<file path="src/rtl/dmac_pkg.sv">
// Package: shared constants for the DMA register bank.
// Assumes a 4-bit offset space and exactly four channels.
package dmac_pkg;
    localparam int unsigned NCH   = 4;
    localparam int unsigned OFS_W = 4;

    localparam logic [OFS_W-1:0] OFS_CMD_STAT = 4'd8;
    localparam logic [OFS_W-1:0] OFS_REQ      = 4'd9;
    localparam logic [OFS_W-1:0] OFS_MASK_ONE = 4'd10;
    localparam logic [OFS_W-1:0] OFS_MODE     = 4'd11;
    localparam logic [OFS_W-1:0] OFS_PTR_CLR  = 4'd12;
    localparam logic [OFS_W-1:0] OFS_MRESET   = 4'd13;
    localparam logic [OFS_W-1:0] OFS_MASK_CLR = 4'd14;
    localparam logic [OFS_W-1:0] OFS_MASK_ALL = 4'd15;

    // Offsets 0..7 address the per-channel address/count registers.
    function automatic logic is_chan_ofs(input logic [OFS_W-1:0] o);
        return (o[OFS_W-1] == 1'b0);
    endfunction
endpackage

</file>
<file path="src/rtl/dmac_chan.sv">
// Module: one channel's base/current address and count registers.
// Assumes: CPU byte writes load base and current together; sequencer
// strobes act on current copies only and win over a CPU byte write.
module dmac_chan #(
    parameter int unsigned DW = 8
) (
    input  logic              clk,
    input  logic              rst_n,
    input  logic              cpu_wr_addr,
    input  logic              cpu_wr_cnt,
    input  logic              byte_hi,
    input  logic [DW-1:0]     wdata,
    input  logic              addr_inc,
    input  logic              addr_dec,
    input  logic              cnt_dec,
    input  logic              reload,
    output logic [2*DW-1:0]   cur_addr,
    output logic [2*DW-1:0]   cur_cnt
);
    localparam int unsigned RW = 2 * DW;

    logic [RW-1:0] base_addr;
    logic [RW-1:0] base_cnt;

    // Merge one CPU byte into a 16-bit value at the pointer position.
    function automatic logic [RW-1:0] put_byte(input logic [RW-1:0] old,
                                               input logic hi,
                                               input logic [DW-1:0] b);
        return hi ? {b, old[DW-1:0]} : {old[RW-1:DW], b};
    endfunction

    // Base address: only CPU byte writes change it.
    always_ff @(posedge clk) begin
        if (!rst_n)           base_addr <= '0;
        else if (cpu_wr_addr) base_addr <= put_byte(base_addr, byte_hi, wdata);
    end

    // Base count: only CPU byte writes change it.
    always_ff @(posedge clk) begin
        if (!rst_n)          base_cnt <= '0;
        else if (cpu_wr_cnt) base_cnt <= put_byte(base_cnt, byte_hi, wdata);
    end

    // Current address: reload, then step, then CPU byte write.
    always_ff @(posedge clk) begin
        if (!rst_n)           cur_addr <= '0;
        else if (reload)      cur_addr <= base_addr;
        else if (addr_inc)    cur_addr <= cur_addr + 1'b1;
        else if (addr_dec)    cur_addr <= cur_addr - 1'b1;
        else if (cpu_wr_addr) cur_addr <= put_byte(cur_addr, byte_hi, wdata);
    end

    // Current count: reload, then decrement, then CPU byte write.
    always_ff @(posedge clk) begin
        if (!rst_n)          cur_cnt <= '0;
        else if (reload)     cur_cnt <= base_cnt;
        else if (cnt_dec)    cur_cnt <= cur_cnt - 1'b1;
        else if (cpu_wr_cnt) cur_cnt <= put_byte(cur_cnt, byte_hi, wdata);
    end
endmodule

</file>
<file path="src/rtl/dmac_ctrl.sv">
// Module: controller-wide registers: command, request, status, temporary,
// modes, mask and the byte-pointer flip-flop.
// Assumes: a write wins over a read in the same cycle; sequencer set strobes
// win over CPU writes and master reset for the bits they touch.
module dmac_ctrl
    import dmac_pkg::*;
#(
    parameter int unsigned DW = 8
) (
    input  logic                    clk,
    input  logic                    rst_n,
    input  logic                    wr,
    input  logic                    rd_ok,
    input  logic [OFS_W-1:0]        ofs,
    input  logic [DW-1:0]           wdata,
    input  logic [NCH-1:0]          seq_set_done,
    input  logic [NCH-1:0]          seq_set_mask,
    output logic [DW-1:0]           cmd,
    output logic [DW-1:0]           req,
    output logic [NCH-1:0]          stat,
    output logic [DW-1:0]           temp,
    output logic [NCH-1:0]          mask,
    output logic [NCH*(DW-2)-1:0]   modes,
    output logic                    byte_hi
);
    localparam int unsigned MODE_W = DW - 2;

    logic mreset;
    logic chan_access;
    logic [NCH-1:0] sel_onehot;

    assign mreset      = wr && (ofs == OFS_MRESET);
    assign chan_access = (wr || rd_ok) && is_chan_ofs(ofs);
    assign sel_onehot  = NCH'(1) << wdata[1:0];

    // Command byte: CPU load, cleared by master reset.
    always_ff @(posedge clk) begin
        if (!rst_n || mreset)                 cmd <= '0;
        else if (wr && ofs == OFS_CMD_STAT)   cmd <= wdata;
    end

    // Request byte: CPU load, cleared by master reset.
    always_ff @(posedge clk) begin
        if (!rst_n || mreset)            req <= '0;
        else if (wr && ofs == OFS_REQ)   req <= wdata;
    end

    // Temporary register: only ever cleared.
    always_ff @(posedge clk) begin
        if (!rst_n || mreset) temp <= '0;
    end

    // Status flags: sticky sets from the sequencer, master reset clears.
    always_ff @(posedge clk) begin
        if (!rst_n)      stat <= '0;
        else if (mreset) stat <= seq_set_done;
        else             stat <= stat | seq_set_done;
    end

    // Byte pointer: toggles on channel access, cleared by offset 12 or reset.
    always_ff @(posedge clk) begin
        if (!rst_n || mreset)                    byte_hi <= 1'b0;
        else if (wr && ofs == OFS_PTR_CLR)       byte_hi <= 1'b0;
        else if (chan_access)                    byte_hi <= ~byte_hi;
    end

    // Mask: CPU paths computed first, sequencer sets OR'd on top.
    logic [NCH-1:0] mask_cpu;
    always_comb begin
        mask_cpu = mask;
        if (wr) begin
            case (ofs)
                OFS_MASK_ONE: mask_cpu = wdata[2] ? (mask | sel_onehot)
                                                  : (mask & ~sel_onehot);
                OFS_MASK_ALL: mask_cpu = wdata[NCH-1:0];
                OFS_MASK_CLR: mask_cpu = '0;
                OFS_MRESET:   mask_cpu = '1;
                default:      mask_cpu = mask;
            endcase
        end
    end

    // Mask register update with sequencer priority.
    always_ff @(posedge clk) begin
        if (!rst_n) mask <= '1;
        else        mask <= mask_cpu | seq_set_mask;
    end

    // Per-channel mode registers, selected by data bits 1:0.
    for (genvar c = 0; c < NCH; c++) begin : g_mode
        always_ff @(posedge clk) begin
            if (!rst_n)
                modes[c*MODE_W +: MODE_W] <= '0;
            else if (wr && ofs == OFS_MODE && sel_onehot[c])
                modes[c*MODE_W +: MODE_W] <= wdata[DW-1:2];
        end
    end
endmodule

</file>
<file path="src/rtl/dmac_rdmux.sv">
// Module: registered read-data multiplexer.
// Assumes: rd_ok is a single-cycle accepted read; rdata holds otherwise.
module dmac_rdmux
    import dmac_pkg::*;
#(
    parameter int unsigned DW = 8
) (
    input  logic                  clk,
    input  logic                  rst_n,
    input  logic                  rd_ok,
    input  logic [OFS_W-1:0]      ofs,
    input  logic                  byte_hi,
    input  logic [NCH*2*DW-1:0]   cur_addr,
    input  logic [NCH*2*DW-1:0]   cur_cnt,
    input  logic [NCH-1:0]        stat,
    input  logic [DW-1:0]         temp,
    input  logic [NCH-1:0]        mask,
    output logic [DW-1:0]         rdata
);
    localparam int unsigned RW = 2 * DW;

    logic [DW-1:0] rd_next;
    logic [RW-1:0] word;
    logic [1:0]    ch;

    assign ch = ofs[2:1];

    // Select the addressed value for the current offset.
    always_comb begin
        word    = ofs[0] ? cur_cnt[ch*RW +: RW] : cur_addr[ch*RW +: RW];
        rd_next = '0;
        if (is_chan_ofs(ofs)) begin
            rd_next = byte_hi ? word[RW-1:DW] : word[DW-1:0];
        end else begin
            case (ofs)
                OFS_CMD_STAT: rd_next = {{(DW-NCH){1'b0}}, stat};
                OFS_MRESET:   rd_next = temp;
                OFS_MASK_ALL: rd_next = {{(DW-NCH){1'b0}}, mask};
                default:      rd_next = '0;
            endcase
        end
    end

    // Read data register: loads only on an accepted read.
    always_ff @(posedge clk) begin
        if (!rst_n)     rdata <= '0;
        else if (rd_ok) rdata <= rd_next;
    end
endmodule

</file>
<file path="src/rtl/dmac_regbank.sv">
// Module: top of the DMA register bank. Decodes the byte port, holds
// per-channel registers and controller registers, and exchanges current
// values and update strobes with a transfer sequencer.
// Assumes: rd and wr are single-cycle strobes; if both are high the write
// is performed and the read is dropped.
module dmac_regbank
    import dmac_pkg::*;
#(
    parameter int unsigned DW = 8
) (
    input  logic                   clk,
    input  logic                   rst_n,
    input  logic                   rd,
    input  logic                   wr,
    input  logic [3:0]             ofs,
    input  logic [DW-1:0]          wdata,
    output logic [DW-1:0]          rdata,
    input  logic [3:0]             seq_cnt_dec,
    input  logic [3:0]             seq_addr_inc,
    input  logic [3:0]             seq_addr_dec,
    input  logic [3:0]             seq_reload,
    input  logic [3:0]             seq_set_done,
    input  logic [3:0]             seq_set_mask,
    output logic [4*2*DW-1:0]      cur_addr_o,
    output logic [4*2*DW-1:0]      cur_cnt_o,
    output logic [4*(DW-2)-1:0]    mode_o,
    output logic [3:0]             mask_o,
    output logic [DW-1:0]          cmd_o,
    output logic [DW-1:0]          req_o
);
    localparam int unsigned RW = 2 * DW;

    logic          rd_ok;
    logic          byte_hi;
    logic [NCH-1:0] stat;
    logic [DW-1:0] temp;

    assign rd_ok = rd && !wr;

    // Per-channel register sets, decoded from offsets 2n and 2n+1.
    for (genvar c = 0; c < NCH; c++) begin : g_chan
        dmac_chan #(.DW(DW)) u_chan (
            .clk         (clk),
            .rst_n       (rst_n),
            .cpu_wr_addr (wr && ofs == OFS_W'(2*c)),
            .cpu_wr_cnt  (wr && ofs == OFS_W'(2*c+1)),
            .byte_hi     (byte_hi),
            .wdata       (wdata),
            .addr_inc    (seq_addr_inc[c]),
            .addr_dec    (seq_addr_dec[c]),
            .cnt_dec     (seq_cnt_dec[c]),
            .reload      (seq_reload[c]),
            .cur_addr    (cur_addr_o[c*RW +: RW]),
            .cur_cnt     (cur_cnt_o[c*RW +: RW])
        );
    end

    dmac_ctrl #(.DW(DW)) u_ctrl (
        .clk          (clk),
        .rst_n        (rst_n),
        .wr           (wr),
        .rd_ok        (rd_ok),
        .ofs          (ofs),
        .wdata        (wdata),
        .seq_set_done (seq_set_done),
        .seq_set_mask (seq_set_mask),
        .cmd          (cmd_o),
        .req          (req_o),
        .stat         (stat),
        .temp         (temp),
        .mask         (mask_o),
        .modes        (mode_o),
        .byte_hi      (byte_hi)
    );

    dmac_rdmux #(.DW(DW)) u_rdmux (
        .clk      (clk),
        .rst_n    (rst_n),
        .rd_ok    (rd_ok),
        .ofs      (ofs),
        .byte_hi  (byte_hi),
        .cur_addr (cur_addr_o),
        .cur_cnt  (cur_cnt_o),
        .stat     (stat),
        .temp     (temp),
        .mask     (mask_o),
        .rdata    (rdata)
    );
endmodule

</file>
<file path="config.mk">
export PLATFORM = sky130hd
export DESIGN_NAME = dmac_regbank
export DESIGN_NICKNAME = d
export VERILOG_FILES = /design/src/rtl/dmac_pkg.sv /design/src/rtl/dmac_chan.sv /design/src/rtl/dmac_ctrl.sv /design/src/rtl/dmac_rdmux.sv /design/src/rtl/dmac_regbank.sv
export SDC_FILE = /design/constraint.sdc
export NUM_CORES = 1
export LEC_CHECK = 0
export ABC_AREA = 1
export CORE_MARGIN = 2
export CORE_UTILIZATION = 30
export DETAILED_ROUTE_END_ITERATION = 7
export HOLD_SLACK_MARGIN = 0.12
export PLACE_DENSITY_LB_ADDON = 0.25
export SKIP_CTS_REPAIR_TIMING = 1
export SYNTH_ARGS = -nofsm -noshare
export SYNTH_HDL_FRONTEND = slang
export SYNTH_SLANG_ARGS = --single-unit
</file>
<file path="constraint.sdc">
create_clock -name clk -period 1.9 [get_ports clk]
set_input_delay 0.285 -clock clk [delete_from_list [all_inputs] [get_ports clk]]
set_output_delay 0.285 -clock clk [all_outputs]
set_load 0.005 [all_outputs]
</file>
# --- After elaboration in Yosys (flattened, before gate mapping) ---
# Index checks and enable logic that the tools add are counted.
totals:
  register_bits: 313
  output_inout_bits: 180
  elab_cells: 197
op_classes:
  add_sub_neg: 12
  n_eq_ne: 23
  shift: 3
  muxes: 37
  bitwise: 7
  n_reduce_logical: 73
op_table:
  columns: ["operator", "count"]
  rows:
  - ["$mux 16", 30]
  - ["$shiftx 64x7->16", 2]
  - ["$sub 16x1->16 const B", 8]
  - ["$add 16x1->16 const B", 4]
  - ["$reduce_and 2->1", 32]
  - ["$eq 4x4->1 const B", 8]
  - ["$reduce_bool 4->1", 8]
  - ["$reduce_bool 3->1", 8]
  - ["$logic_and 1x1->1", 19]
  - ["$eq 4x3->1 const B", 4]
  - ["$mux 8", 2]
  - ["$ne 4x4->1 const B", 4]
  - ["$pmux 4 s4", 1]
  - ["$mux 4", 3]
  - ["$ne 3x3->1 const B", 4]
  - ["$or 4x4->4", 3]
  - ["$eq 4x2->1 const B", 2]
  - ["$pmux 4 s2", 1]
  - ["$and 4x4->4", 1]
  - ["$eq 4x1->1 const B", 1]
  - ["$logic_not 4->1", 1]
  - ["$not 4->4", 1]
  - ["$shl 1x2->4 const A", 1]
  - ["$logic_not 1->1", 2]
  - ["3 further kinds", 5]

# --- Depth between registers and ports, before layout ---
logic_depth:
  word_depth: 7
  mapped_depth: 11
  ltp_nobuf: 11

# --- Modules after synthesis ---
# A second synthesis with hierarchy kept.
hier_totals:
  cells_unflattened: 3422
  area_unflattened_um2: 20617.3
by_module_without_submodules:
  columns: ["mod", "instances", "cells_each", "area_per_inst_um2", "seq_area_each_um2"]
  rows:
  - ["dmac_chan at g_chan[0].u_chan ...", 3, 675, 4105.2, 1281.2]
  - ["dmac_chan at g_chan[3].u_chan", 1, 671, 4136.5, 1281.2]
  - ["dmac_ctrl", 1, 287, 2098.3, 980.9]
  - ["dmac_rdmux", 1, 419, 1985.7, 160.2]
  - ["dmac_regbank", 1, 20, 81.3, 0.0]

# --- Worst setup path after synthesis ---
# OpenSTA, ideal clock, no wires.
synth_timing:
  kind: "input-to-reg"
  start: "input seq_reload[1]"
  end: "register g_chan[1].u_chan.cur_cnt[14]"
  setup_ns: 0.132
  arrival_ns: 1.512
  path_slack_ns: 0.256
  path_stages: 8
  n_path_buf: 1
  path_cell_list: "clkbuf_1 -> nor2_1 -> inv_1 -> nor2_2 -> inv_2 -> o21ai_0 -> o21bai_1 -> a21oi_1"
synth_via:
  elab_chain_cells: 2
  elab_cells_between_ends: 4
  cone_classes: "1 x mux; 3 x reduce/logical"
synth_rtl:
  columns: ["item", "line", "source"]
  rows:
  - ["start: declaration", "dmac_regbank.sv:21", "input logic [3:0] seq_reload,"]
  - ["$reduce_bool 3->1 (no line)", null, null]
  - ["$reduce_and 2->1 (no line)", null, null]
  - ["end signal: assignment", "dmac_chan.sv:56", "else if (reload) cur_cnt <= base_cnt;"]
  - ["end signal: assignment", "dmac_chan.sv:57", "else if (cnt_dec) cur_cnt <= cur_cnt - 1'b1;"]
  - ["end signal: assignment", "dmac_chan.sv:58", "else if (cpu_wr_cnt) cur_cnt <= put_byte(cur_cnt, byte_hi, wdata);"]
  - ["end: declaration", "dmac_chan.sv:18", "output logic [2*DW-1:0] cur_cnt"]
# Parallel ways exist; a longest one is shown, timed or not.
# A chain may end at the register's enable or synchronous reset.

# --- Worst setup path after layout ---
layout_timing:
  start: "register g_chan[1].u_chan.cur_addr[12]"
  end: "output cur_addr_o[28]"
layout_rtl:
  columns: ["item", "line", "source"]
  rows:
  - ["start: declaration", "dmac_chan.sv:17", "output logic [2*DW-1:0] cur_addr,"]
  - ["start signal: assignment", "dmac_chan.sv:47", "else if (reload) cur_addr <= base_addr;"]
  - ["start signal: assignment", "dmac_chan.sv:48", "else if (addr_inc) cur_addr <= cur_addr + 1'b1;"]
  - ["start signal: assignment", "dmac_chan.sv:49", "else if (addr_dec) cur_addr <= cur_addr - 1'b1;"]
  - ["end: declaration", "dmac_regbank.sv:24", "output logic [4*2*DW-1:0] cur_addr_o,"]
# No word-level cell between the ends.

==> results.toml <==
[synth]
synth-edff-count = 0
synth_fa_ha_area_share_pct = 0.789
synth_most_common_cell = "nand2_1"
synth_warnings = 0
synth_top_cell_area_share_pct = 32.9
synth_nets = 3124
synth_top_area_cell = "dfxtp_1"
syn_inst = 3072
synth_common_cells = "nand2_1 (661), a21oi_1 (411), nor2_1 (405)"
synthMuxAreaShare_pct = 0
ys_ff_latch = 313
async_reset_ff_share_pct = 0
avgSynthCellArea_um2 = 6.20
yosysUniqueCellTypes = 39
synth_simple_gate_area_share_pct = 29.7
ys_seq_area_share_pct = 32.9
synth_area_um2 = 19000
synth_top_family_by_area = "simple AND/OR/NAND/NOR gates"
synthXorXnorAreaFrac_pct = 1.75
synth_compound_area_share_pct = 25.7
synth_area_leaders = "dfxtp_1 (33%), nand2_1 (13%), a21oi_1 (11%)"
synth_flop_cell = "dfxtp_1"

[timing]
fmax_mhz = 530
drv_slew = 0
tightest_slew_ps = 565
setup_violations = 0
period_share_pct = 99.4
setup_ws_ps = 12.0
skew_ps = 27.8
min_period_ps = 1890
relSlewSlack_pct = 62.3
hold_viol = 0

[cells_and_area]
regArea_um2 = 6400
syn2layout_area_growth_pct = 36.5
nFillCells = 6728
final_nets = 3554
diodes = 0
finalInstanceArea_um2 = 26000
multiInputGateArea_um2 = 11100
final_layout_size_suffix_gt1_share_pct = 16.1

[worst_hold_path]
hp-class = "input pin to flip-flop"

[pwr]
powerDensity_nw_per_um2 = 750
p_leak_nw = 10.6
peakVddDrop_mv = 0.481

[clock_tree]
path_clk_slew_ps = 60
cts_max_level = 2
cts_tree = "yes"
cts_sinks = 313
numCtsBuffers = 38
cts_root_buf = "clkbuf_16"
clockBufferDepth = 3
clk_latency_ps = 570

[die]
die_h_um = 256
die_area_um2 = 65500
fp.dieW_um = 256
rows = 92
start_util_pct = 30.3
num_io_pins = 220
core_area_um2 = 62900

[global_routing]
grt_max_degree = 70
grt_pass1_vias = 20900
antenna_found_initial = 4
grt.overflow.total = 0
grt_usage_pct = 26.4
grt_pass1_wl_um = 133000

[run]
cap_violations = 0

[status]
status = "finished, final reports clean"

[route]
routedWlPerCell_um = 20.6
drtAntennaViolNets = 0
route.vias.total = 22800
vias_per_cell = 5.21
route.detailed.drc = 0
first_pass_iters = 6
drt_iter0_drc = 2466
wirelength_um = 89900

[critical_path]
cp_max_fo = 10
crit_type = "flip-flop to output pin"
crit_buf_inv = 1
path_delay_family = "buffers and inverters"
cp_cell_sequence = "clkdlybuf4s50_1"
cp.required_ps = 1620
cp-start-kind = "flip-flop"
worst_path_max_delay_cell = "clkdlybuf4s50_1"
cpPeakStageDelay_ps = 560
worstSetupEndpointType = "output pin"
critPathArrivalTime_ps = 1600

[placed_design]
place_congestion = 0.983
post-dp-hpwl_um = 68600
place_area_um2 = 24500
port_buffers = 219
pre_cts_slack_ps = -521
==> worst register-to-register path: cells and delay by family (launching register included) <==
family                 cells  cell delay (ps)
buffers and inverters      3              530
and+or+nand+nor            3              390
AOI/OAI and AO/OA          3              480
DFF                        1              380
==> per-stage QoR <==
stage	power [mW]	setup TNS [ps]	hold slack, ps	util, %	instances
final	19.5	0	130	41.3	4372
after global routing	20.3	-2.47	133	41.3	4372
after CTS	19.4	-5760	106	40.9	4369
after detailed placement	12.0	-69130	433	39.0	4305
after global placement	12.0	-62070	430	39.0	4305
after floorplan	9.63	0	384	-	3072
==> registers in the layout, indices dropped and copies added (netlist names) <==
register                 flops
g_chan.u_chan.cur_cnt       64
u_ctrl.req                   8
u_ctrl.mask                  4
u_ctrl.cmd                   8
u_ctrl.modes                24
g_chan.u_chan.base_addr     64
u_ctrl.byte_hi               1
g_chan.u_chan.cur_addr      64
u_ctrl.stat                  4
u_rdmux.rdata                8
g_chan.u_chan.base_cnt      64
==> cell usage in the layout, fill, tap and decap left out, drive strengths merged, types with 36 or more instances in the layout <==
master | netlist | routed
nand2 | 670 | 670
xor2 | 36 | 36
inv | 269 | 268
nand3 | 218 | 218
clkbuf | 140 | 48
nor2 | 421 | 421
a21oi | 411 | 411
a211oi | 72 | 72
clkdlybuf4s50 | 0 | 210
buf | 42 | 354
dfxtp | 313 | 313
o21ai | 303 | 303
==> per-layer routing <==
| metal | GRT usage (%) | wire length [um] | part of all wire, % |
|---|---|---|---|
| met1 | 36.2 | 40000 | 45 |
| met2 | 41.8 | 39900 | 44 |
| met3 | 3.44 | 6340 | 7.1 |
| met4 | 10.5 | 3630 | 4.0 |
| met5 | 0 | 13 | 0.014 |
==> kinds of logic (layout without fill, tap and decap cells) <==
family,after synthesis,count (layout)
and+or+nand+nor,1366,1366
xor gates and xnor gates,38,38
DFF,313,313
adders and majority gates,12,12
AOI/OAI and AO/OA,889,889
buffers and inverters,454,908
==> where the power goes <==
part	leakage [nW]	total [mW]	switching, mW	internal (mW)
registers	2.59	7.34	0.481	6.85
clock network	0.594	7.40	3.08	4.31
logic	7.44	4.74	2.83	1.91
total	10.6	19.5	6.40	13.1
==> cell type report <==
cell class	count	area share [%]
clock buffers	48	4.04
clock inverters	16	0.689
inverters	272	3.96
multi-input cells	2305	42.6
flip-flops and latches	313	24.6
well taps	846	4.08
repair buffers	572	20.0
==> final timing paths <==
check                           startpoint                            end  slack, ps  cells past startpoint
max          g_chan[1].u_chan.cur_addr[12]                 cur_addr_o[28]         10                      1
min                                  rst_n    g_chan[3].u_chan.cur_cnt[2]        130                      3
max reg2reg                 u_ctrl.byte_hi   g_chan[2].u_chan.cur_addr[6]         60                      9
min reg2reg  g_chan[1].u_chan.base_addr[0]  g_chan[1].u_chan.base_addr[0]        440                      2
No activity file was read; power rests on OpenSTA's default activity.
